`config.mk`:
```
export PLATFORM = sky130hd
export DESIGN_NAME = shiftadd_fir
export DESIGN_NICKNAME = d
export VERILOG_FILES = /design/src/rtl/sa_fir_pkg.sv /design/src/rtl/sa_fir_mulblock.sv /design/src/rtl/sa_fir_chain.sv /design/src/rtl/shiftadd_fir.sv
export SDC_FILE = /design/constraint.sdc
export NUM_CORES = 1
export LEC_CHECK = 0
export BUFFER_PORTS_ARGS = -buffer_cell sky130_fd_sc_hd__clkbuf_2
export CORE_UTILIZATION = 33
export DETAILED_ROUTE_END_ITERATION = 8
export HOLD_SLACK_MARGIN = 0.12
export PLACE_DENSITY = 0.5
export SLEW_MARGIN = 20
export SYNTH_ARGS = -nofsm -noshare
export SYNTH_HDL_FRONTEND = slang
export SYNTH_SLANG_ARGS = --single-unit
```
`constraint.sdc`:
```
create_clock -name clk -period 4.9 [get_ports clk]
set_input_delay 0.245 -clock clk [delete_from_list [all_inputs] [get_ports clk]]
set_output_delay 0.245 -clock clk [all_outputs]
set_load 0.02 [all_outputs]
```
`src/rtl/sa_fir_pkg.sv`:
```
package sa_fir_pkg;

  // Signed digit at position pos of the non-adjacent recoding of c.
  function automatic int naf_digit(input int c, input int pos);
    int v;
    int d;
    v = c;
    d = 0;
    for (int i = 0; i <= pos; i++) begin
      if ((v & 1) != 0) begin
        d = ((v & 3) == 1) ? 1 : -1;
        v = v - d;
      end else begin
        d = 0;
      end
      v = v >>> 1;
    end
    return d;
  endfunction

  function automatic int abs_i(input int c);
    return (c < 0) ? -c : c;
  endfunction

  // Power-of-two exponent removed from |c| (zero for c == 0).
  function automatic int pow2_shift(input int c);
    int v;
    int s;
    v = abs_i(c);
    s = 0;
    if (v != 0) begin
      while ((v & 1) == 0) begin
        v = v >> 1;
        s++;
      end
    end
    return s;
  endfunction

  // Odd factor of |c|; shared adder trees are keyed by this value.
  function automatic int odd_factor(input int c);
    return abs_i(c) >> pow2_shift(c);
  endfunction

  function automatic int acc_width(input int in_w, input int coef_w, input int ntaps);
    return in_w + coef_w + $clog2(ntaps);
  endfunction

endpackage

```
`src/rtl/sa_fir_mulblock.sv`:
```
module sa_fir_mulblock #(
  parameter int IN_W   = 12,
  parameter int COEF_W = 8,
  parameter int NTAPS  = 8,
  parameter int ACC_W  = 23,
  parameter int TAP_COEF [NTAPS] = '{default: 1}
) (
  input  logic                    clk,
  input  logic                    rst,
  input  logic                    in_valid,
  input  logic signed [IN_W-1:0]  in_x,
  output logic                    prod_valid,
  output logic signed [ACC_W-1:0] prod_q [NTAPS]
);
  import sa_fir_pkg::*;

  localparam int NDIG = COEF_W + 1;

  logic                    v_in_q, v_fund_q;
  logic signed [IN_W-1:0]  x_q;
  logic signed [ACC_W-1:0] x_ext;
  logic signed [ACC_W-1:0] fund_q [NTAPS];

  assign x_ext = {{(ACC_W-IN_W){x_q[IN_W-1]}}, x_q};

  // Lowest tap whose coefficient has the same odd factor owns the tree.
  function automatic int owner_of(input int k);
    for (int j = 0; j < NTAPS; j++)
      if (odd_factor(TAP_COEF[j]) == odd_factor(TAP_COEF[k])) return j;
    return k;
  endfunction

  // Constant product by shift, add and subtract of the recoded digits.
  function automatic logic signed [ACC_W-1:0] shift_add(input logic signed [ACC_W-1:0] x,
                                                        input int f);
    logic signed [ACC_W-1:0] acc;
    acc = '0;
    for (int p = 0; p < NDIG; p++) begin
      if (naf_digit(f, p) == 1)       acc = acc + (x <<< p);
      else if (naf_digit(f, p) == -1) acc = acc - (x <<< p);
    end
    return acc;
  endfunction

  // Stage 1: capture the sample.
  always_ff @(posedge clk) begin
    if (rst) begin
      v_in_q <= 1'b0;
      x_q    <= '0;
    end else begin
      v_in_q <= in_valid;
      if (in_valid) x_q <= in_x;
    end
  end

  // Stage 2: one adder tree per distinct odd factor.
  always_ff @(posedge clk) begin
    if (rst) begin
      v_fund_q <= 1'b0;
      for (int k = 0; k < NTAPS; k++) fund_q[k] <= '0;
    end else begin
      v_fund_q <= v_in_q;
      for (int k = 0; k < NTAPS; k++) begin
        if (owner_of(k) == k && TAP_COEF[k] != 0)
          fund_q[k] <= shift_add(x_ext, odd_factor(TAP_COEF[k]));
        else
          fund_q[k] <= '0;
      end
    end
  end

  // Stage 3: per-tap scaling and sign of the shared result.
  generate
    for (genvar k = 0; k < NTAPS; k++) begin : g_tap
      localparam int OWN = owner_of(k);
      localparam int SH  = pow2_shift(TAP_COEF[k]);
      always_ff @(posedge clk) begin
        if (rst)                     prod_q[k] <= '0;
        else if (TAP_COEF[k] == 0)   prod_q[k] <= '0;
        else if (TAP_COEF[k] < 0)    prod_q[k] <= -(fund_q[OWN] <<< SH);
        else                         prod_q[k] <= fund_q[OWN] <<< SH;
      end

      localparam logic signed [ACC_W-1:0] CK = ACC_W'(TAP_COEF[k]);
      // each product equals coefficient times the captured sample.
      a_r3_exact_product: assert property (@(posedge clk) disable iff (rst)
        prod_valid |-> prod_q[k] == CK * $past(x_ext, 2));
    end
  endgenerate

  always_ff @(posedge clk) begin
    if (rst) prod_valid <= 1'b0;
    else     prod_valid <= v_fund_q;
  end

endmodule

```
`src/rtl/sa_fir_chain.sv`:
```
module sa_fir_chain #(
  parameter int NTAPS = 8,
  parameter int ACC_W = 23
) (
  input  logic                    clk,
  input  logic                    rst,
  input  logic                    prod_valid,
  input  logic signed [ACC_W-1:0] prod_q [NTAPS],
  output logic                    out_valid,
  output logic signed [ACC_W-1:0] y_out
);
  logic signed [ACC_W-1:0] part_q [NTAPS];

  // Transposed form: the highest tap enters at the far end of the chain.
  always_ff @(posedge clk) begin
    if (rst) begin
      out_valid <= 1'b0;
      for (int k = 0; k < NTAPS; k++) part_q[k] <= '0;
    end else begin
      out_valid <= prod_valid;
      if (prod_valid) begin
        part_q[NTAPS-1] <= prod_q[NTAPS-1];
        for (int k = 0; k < NTAPS-1; k++) part_q[k] <= prod_q[k] + part_q[k+1];
      end
    end
  end

  assign y_out = part_q[0];

  // no result cycle leaves the output unchanged.
  a_r5_hold_idle: assert property (@(posedge clk) disable iff (rst)
    !prod_valid |=> $stable(y_out));

endmodule

```
`src/rtl/shiftadd_fir.sv`:
```
module shiftadd_fir #(
  parameter int IN_W   = 12,
  parameter int COEF_W = 8,
  parameter int NTAPS  = 8,
  parameter int TAP_COEF [NTAPS] = '{3, -7, 14, 0, -28, 21, 6, -1},
  parameter int ACC_W  = sa_fir_pkg::acc_width(IN_W, COEF_W, NTAPS)
) (
  input  logic                    clk,
  input  logic                    rst,
  input  logic                    in_valid,
  input  logic signed [IN_W-1:0]  in_x,
  output logic                    out_valid,
  output logic signed [ACC_W-1:0] y_out
);
  localparam int LATENCY = 4;

  logic                    prod_valid;
  logic signed [ACC_W-1:0] prod_q [NTAPS];

  sa_fir_mulblock #(
    .IN_W(IN_W), .COEF_W(COEF_W), .NTAPS(NTAPS), .ACC_W(ACC_W), .TAP_COEF(TAP_COEF)
  ) u_mul (
    .clk(clk), .rst(rst), .in_valid(in_valid), .in_x(in_x),
    .prod_valid(prod_valid), .prod_q(prod_q)
  );

  sa_fir_chain #(
    .NTAPS(NTAPS), .ACC_W(ACC_W)
  ) u_chain (
    .clk(clk), .rst(rst), .prod_valid(prod_valid), .prod_q(prod_q),
    .out_valid(out_valid), .y_out(y_out)
  );

  // Edges since reset release, saturating at the pipeline depth.
  logic [2:0] since_rst;
  always_ff @(posedge clk) begin
    if (rst)                    since_rst <= '0;
    else if (since_rst < 3'(LATENCY)) since_rst <= since_rst + 3'd1;
  end

  // out_valid follows in_valid by the fixed pipeline depth.
  a_r4_latency: assert property (@(posedge clk) disable iff (rst)
    (since_rst == 3'(LATENCY)) |-> out_valid == $past(in_valid, 4));

  // reset clears the outputs on the next edge.
  a_r6_reset_clear: assert property (@(posedge clk)
    rst |=> (!out_valid && y_out == '0));

endmodule

```
== Word level (Yosys, flattened, before mapping) ==
Memory sizes are Yosys's and may differ from the RTL's. A register that Yosys moved wholly into a read port is not among the register bits.
Cells that the tools add are included.

* Bits in latches: 0
* Register bits: 154
* ROM bits: 0
* Memories: 2
* Output and inout bits: 24
* Bits in writable memories: 368

* Shift operators: 34
* Equal/unequal tests: 467
* Div/mod/pow operators: 0
* Reductions and logical operators: 4
* $lt $le $gt $ge: 0
* Add/sub/neg operators: 370
* Muxes and demuxes: 2542
* Multipliers: 0
* Bitwise logic cells: 23

{| class="wikitable"
|+ Memory list
! memory !! depth !! bits a word !! read ports !! clocked after Yosys merged registers in !! wr ports !! RTL line !! text
|-
| u_chain.part_q || 8 || 23 || 8 || 0 || 8 || sa_fir_chain.sv:12 || <nowiki>logic signed [ACC_W-1:0] part_q [NTAPS];</nowiki>
|-
| u_mul.fund_q || 8 || 23 || 4 || 1 || 8 || sa_fir_mulblock.sv:22 || <nowiki>logic signed [ACC_W-1:0] fund_q [NTAPS];</nowiki>
|}

{| class="wikitable"
|+ Operators with widths
! operator !! number
|-
| 32-bit 2-to-1 mux || 734
|-
| 23-bit 2-to-1 mux || 275
|-
| 32-bit by 2-bit equality test with 1-bit output (second input constant) || 67
|-
| 32-bit by 1-bit equality test with 1-bit output (second input constant) || 63
|-
| 6-bit 2-to-1 mux || 182
|-
| 5-bit 2-to-1 mux || 217
|-
| 7-bit 2-to-1 mux || 147
|-
| 4-bit 2-to-1 mux || 252
|-
| 8-bit 2-to-1 mux || 112
|-
| 3-bit 2-to-1 mux || 291
|-
| 9-bit 2-to-1 mux || 77
|-
| 2-bit equality test (second input constant) || 311
|-
| 10-bit 2-to-1 mux || 38
|-
| 3-bit by 32-bit right shift with 32-bit output (first input constant) || 11
|-
| 5-bit by 32-bit right shift with 32-bit output (first input constant) || 11
|-
| 4-bit by 32-bit right shift with 32-bit output (first input constant) || 9
|-
| 1-bit 2-to-1 mux || 212
|-
| 5-bit subtractor || 42
|-
| 6-bit subtractor || 35
|-
| 4-bit subtractor || 49
|-
| 7-bit subtractor || 28
|-
| 32-bit equality test || 6
|-
| 3-bit subtractor || 56
|-
| 8-bit subtractor || 21
|-
| 34 further kinds || 194
|}

== Depth between registers and ports, before layout ==
* Word-level depth: 215
* Gate-level depth with buffers: 16

== Cells and area by module ==
A second synthesis with hierarchy kept.

* Cells, all modules: 2328
* Area, all modules: 22570.4 sq um

{| class="wikitable"
|+ Modules (own cells, without submodules)
! module !! cells an instance !! seq. area each (sq um) !! area an instance (sq um) !! times used
|-
| sa_fir_chain || 1469 || 5545.3 || 14233.7 || 1
|-
| sa_fir_mulblock || 859 || 3743.6 || 8336.7 || 1
|}

== Worst setup path before layout ==
Ideal clock, no wire load.

* Kind: input to register
* Start point: input rst
* End point: memory u_chain.part_q[0][0] (enable)
* Path slack: 1092 ps
* Cell stages on the path: 4
* Buffers on the path: 3
* Data arrival time: 3341 ps
* Path through: clkbuf_1 -> clkbuf_1 -> clkbuf_1 -> or2_2

{| class="wikitable"
|+ RTL lines
! item !! RTL line !! text
|-
| from (decl) || shiftadd_fir.sv:9 || <nowiki>input logic rst,</nowiki>
|-
| to (decl) || sa_fir_chain.sv:12 ||
|}

==> results.sh <==
export IMPL_drv_cap=0
export IMPL_rsz0062_at_grt="false"
export IMPL_cts_buffer_depth=3
export IMPL_wl_mm=47.7
export IMPL_hold_viol_final=0
export IMPL_path_buf_inv=0
export IMPL_layout_common_cells="nor2_1 (246), dfxtp_1 (188), edfxtp_1 (184), ha_1 (175), a21oi_1 (119)"
export IMPL_antenna_found_initial=0
export IMPL_critPathLaunchType="register"
export IMPL_root_buffer="clkbuf_16"
export IMPL_synth_fp_nets=2201
export IMPL_cp_arrival_ns=4.36
export IMPL_swShare_pct=29.1
export IMPL_critPathSlowestCell="dfxtp_1"
export IMPL_max_freq_mhz=255
export IMPL_cts_made_buffers=45
export IMPL_synth_main_ff_cell="dfxtp_1"
export IMPL_ys_async_sr_fraction_pct=0
export IMPL_grt_pass1_wl_mm=76.1
export IMPL_num_rows=90
export IMPL_synth_area_sq_mm=0.0201
export IMPL_finalCritPeriodShare_pct=80.1
export IMPL_cts_sinks=372
export IMPL_layout_cells_most_common="nor2_1"
export IMPL_antenna_left=0
export IMPL_gp_congestion=0.846
export IMPL_cts_tree="built"
export IMPL_post_place_ws_ns=0.948
export IMPL_power_share_clock_pct=37.3
export IMPL_tightest_slew_ns=1.04
export IMPL_h_tree_depth=2
export IMPL_timing_setup_tns_ns=0
export IMPL_grt_start_max_net_pins=126
export IMPL_synthCells=2001
export IMPL_grt_usage_pct=15.5
export IMPL_via_per_inst=4.92
export IMPL_fin_util_pct=37.4
export IMPL_syn_avg_cell_area_sq_um=10.1
export IMPL_grt_ovfl_total=0
export IMPL_num_vias=13996
export IMPL_slew_viol_final=0
export IMPL_io_pins=39
export IMPL_cp_cell_sequence="ha_1 -> a21o_1 -> a21oi_1 -> nor2b_1 -> o21a_1 -> o41ai_1 -> nor2_1 -> a211oi_1 -> xnor2_1 -> ha_1 -> or3_1 -> o21ai_0 -> a21oi_1 -> a31oi_1 -> xor2_1 -> nor2_1"
export IMPL_crit_family="compound AO/OA/AOI/OAI gates"
export IMPL_crit_type="register to register"
export IMPL_outcome="finished, final reports clean"
export IMPL_clk_pin_slew_ns=0.06
export IMPL_hold_class="primary input to register"
export IMPL_combPwrFrac_pct=19.6
export IMPL_ys_ff_latch=372
export IMPL_hpwl_mm=35.0
export IMPL_cellLeakagePower_nw=9.41
export IMPL_vdd_drop_max_mv=0.223
export IMPL_synth_edf_count=184
export IMPL_slew_headroom_pct=30.7
export IMPL_cp_max_fo=11
export IMPL_drc=0
export IMPL_num_antenna_cells=0
export IMPL_setup_violations=0
export IMPL_insertion_delay_ns=0.58
export IMPL_required_ns=5.33
export IMPL_dpl_cell_count=2749
export IMPL_die_area_sq_mm=0.0620
export IMPL_crit_path_end_kind="register"
export IMPL_fin_crit_ns=3.92
export IMPL_coreArea_sq_mm=0.0604
export IMPL_drive_above_1_share_pct=7.22
export IMPL_setup_slack_ns=0.976
export IMPL_drt_first_pass_iters=5
export IMPL_layout_nets=2227
export IMPL_p_int_mw=6.20
export IMPL_seq_area_frac_synth_pct=46.2
export IMPL_ys_types=65
export IMPL_wl_per_cell_microns=16.8
export IMPL_p_sw_mw=2.54
export IMPL_instances_no_fill=2846
export IMPL_cpPeakStageDelay_ns=0.63
export IMPL_r2r_setup_slack_ns=0.98
export IMPL_p_per_area_mw_per_mm2=387
export IMPL_die_x_microns=249
export IMPL_seqPwrFrac_pct=43.1
export IMPL_drt_initial_drc_count=743
export IMPL_skew_ns=0.0286
export IMPL_syn2layout_area_growth_pct=12.3
export IMPL_io_buffers=38
export IMPL_start_util_pct=33.3
export IMPL_synth_warnings=0
export IMPL_die_h_microns=249
export IMPL_grt_pass1_vias=14429
-- synth_stat cells (all sizes together) (8+ instances only) --
master | instances | share of area (%)
nor2 | 247 | 4.6
dfxtp | 188 | 19
edfxtp | 184 | 27
ha | 175 | 11
a21oi | 119 | 3.0
nor2b | 108 | 3.4
o21ai | 93 | 2.3
xor2 | 89 | 3.9
nand2 | 81 | 1.5
xnor2 | 77 | 3.4
nor3 | 75 | 2.0
and2 | 61 | 1.9
inv | 61 | 1.1
clkbuf | 54 | 1.0
a21o | 53 | 2.0
a211oi | 31 | 1.2
o21a | 28 | 1.0
nand2b | 27 | 0.84
buf | 26 | 0.91
nand3 | 22 | 0.55
mux2i | 19 | 0.95
o211ai | 15 | 0.56
o21bai | 14 | 0.52
and3 | 12 | 0.37
nor4 | 11 | 0.37
or2 | 11 | 0.35
a31oi | 10 | 0.31
fa | 10 | 0.99
or3 | 10 | 0.31
nand4 | 8 | 0.25
o31ai | 8 | 0.30
or4 | 8 | 0.34
-- power by group through the flow --
stage | registers [mW] | logic [mW] | clock network (mW)
2_1_floorplan | 3.73 | 1.34 | 0
3_3_place_gp | 3.84 | 1.68 | 0
3_5_place_dp | 3.83 | 1.70 | 0
4_1_cts | 3.77 | 1.72 | 3.38
5_1_grt | 3.80 | 1.93 | 3.50
6_report | 3.77 | 1.71 | 3.27
-- stage by stage --
step | instance area (sq um) | hold slack [ns] | power [mW]
floorplan | 20100 | 0.392 | 5.07
global placement | 21000 | 0.422 | 5.52
detailed placement | 21000 | 0.421 | 5.53
CTS | 22600 | 0.217 | 8.87
global route | 22600 | 0.240 | 9.23
finish | 22600 | 0.241 | 8.74
-- repair_timing --
| item | 4_1_cts | 5_1_grt |
|---|---|---|
| resized for setup | 0 | 0 |
| hold buffers | 13 | 0 |
| setup endpoints to repair | 0 | 0 |
| buffers inserted | 0 | 0 |
| endpoints found under the hold margin | 14 | 0 |
-- worst reg2reg max path, stage by stage, from the launching register on --
cell	delay (ns)
dfxtp_1	0.63
ha_1	0.33
a21o_1	0.15
a21oi_1	0.21
nor2b_1	0.07
o21a_1	0.19
o41ai_1	0.46
nor2_1	0.11
a211oi_1	0.34
xnor2_1	0.13
ha_1	0.23
or3_1	0.35
o21ai_0	0.08
a21oi_1	0.09
a31oi_1	0.21
xor2_1	0.16
nor2_1	0.05
-- metal layers --
metal,vias to the layer above,global-route usage (%),part of all wire (%)
li1,7145,-,-
met5,-,0,0
met1,6569,21.5,50
met2,208,25.0,45
met3,74,2.13,3.4
met4,0,5.08,2.4
-- area by class of cell --
class                           count  area [sq um]
Clock inverter                     20           159
Multi-Input combinational cell   1488         10200
Tap cell                          782           978
Clock buffer                       64          1310
Sequential cell                   372          9290
Inverter                           61           229
Timing Repair Buffer               59           399
Fill cell                        6023         37800
-- state kept, by name, indices dropped and copies added (netlist names) --
signal,cells
u_mul.prod_valid,1
u_mul.fund_q,69
u_mul.v_fund_q,1
u_mul.x_q,12
u_chain.out_valid,1
u_mul.v_in_q,1
u_chain.part_q,184
u_mul.prod_q,103
-- path summary, 6_finish.rpt --
path | from | endpoint | cells past startpoint
max | u_mul.x_q[3]$_SDFFE_PP0P_ | u_mul.fund_q[5][14]$_SDFF_PP0_ | 16
max reg2reg | u_mul.x_q[3]$_SDFFE_PP0P_ | u_mul.fund_q[5][14]$_SDFF_PP0_ | 16
min reg2reg | u_mul.fund_q[0][10]$_SDFF_PP0_ | u_mul.prod_q[34]$_SDFF_PP0_ | 1
min | in_valid | u_mul.v_in_q$_SDFF_PP0_ | 2
-- cells by family (layout without fill, tap and decap cells) --
family,count (synthesis),count (layout),share of synthesized area (%)
AO/OA/AOI/OAI,422,422,13.3
XOR/XNOR,166,166,7.23
AND/OR/NAND/NOR,696,696,17.4
buffers and inverters,141,204,3.06
multiplexers,19,19,0.945
adder cells (fa/ha/maj),185,185,11.9
flip-flops,372,372,46.2
Note: power is estimated with default switching activity, not from simulation.
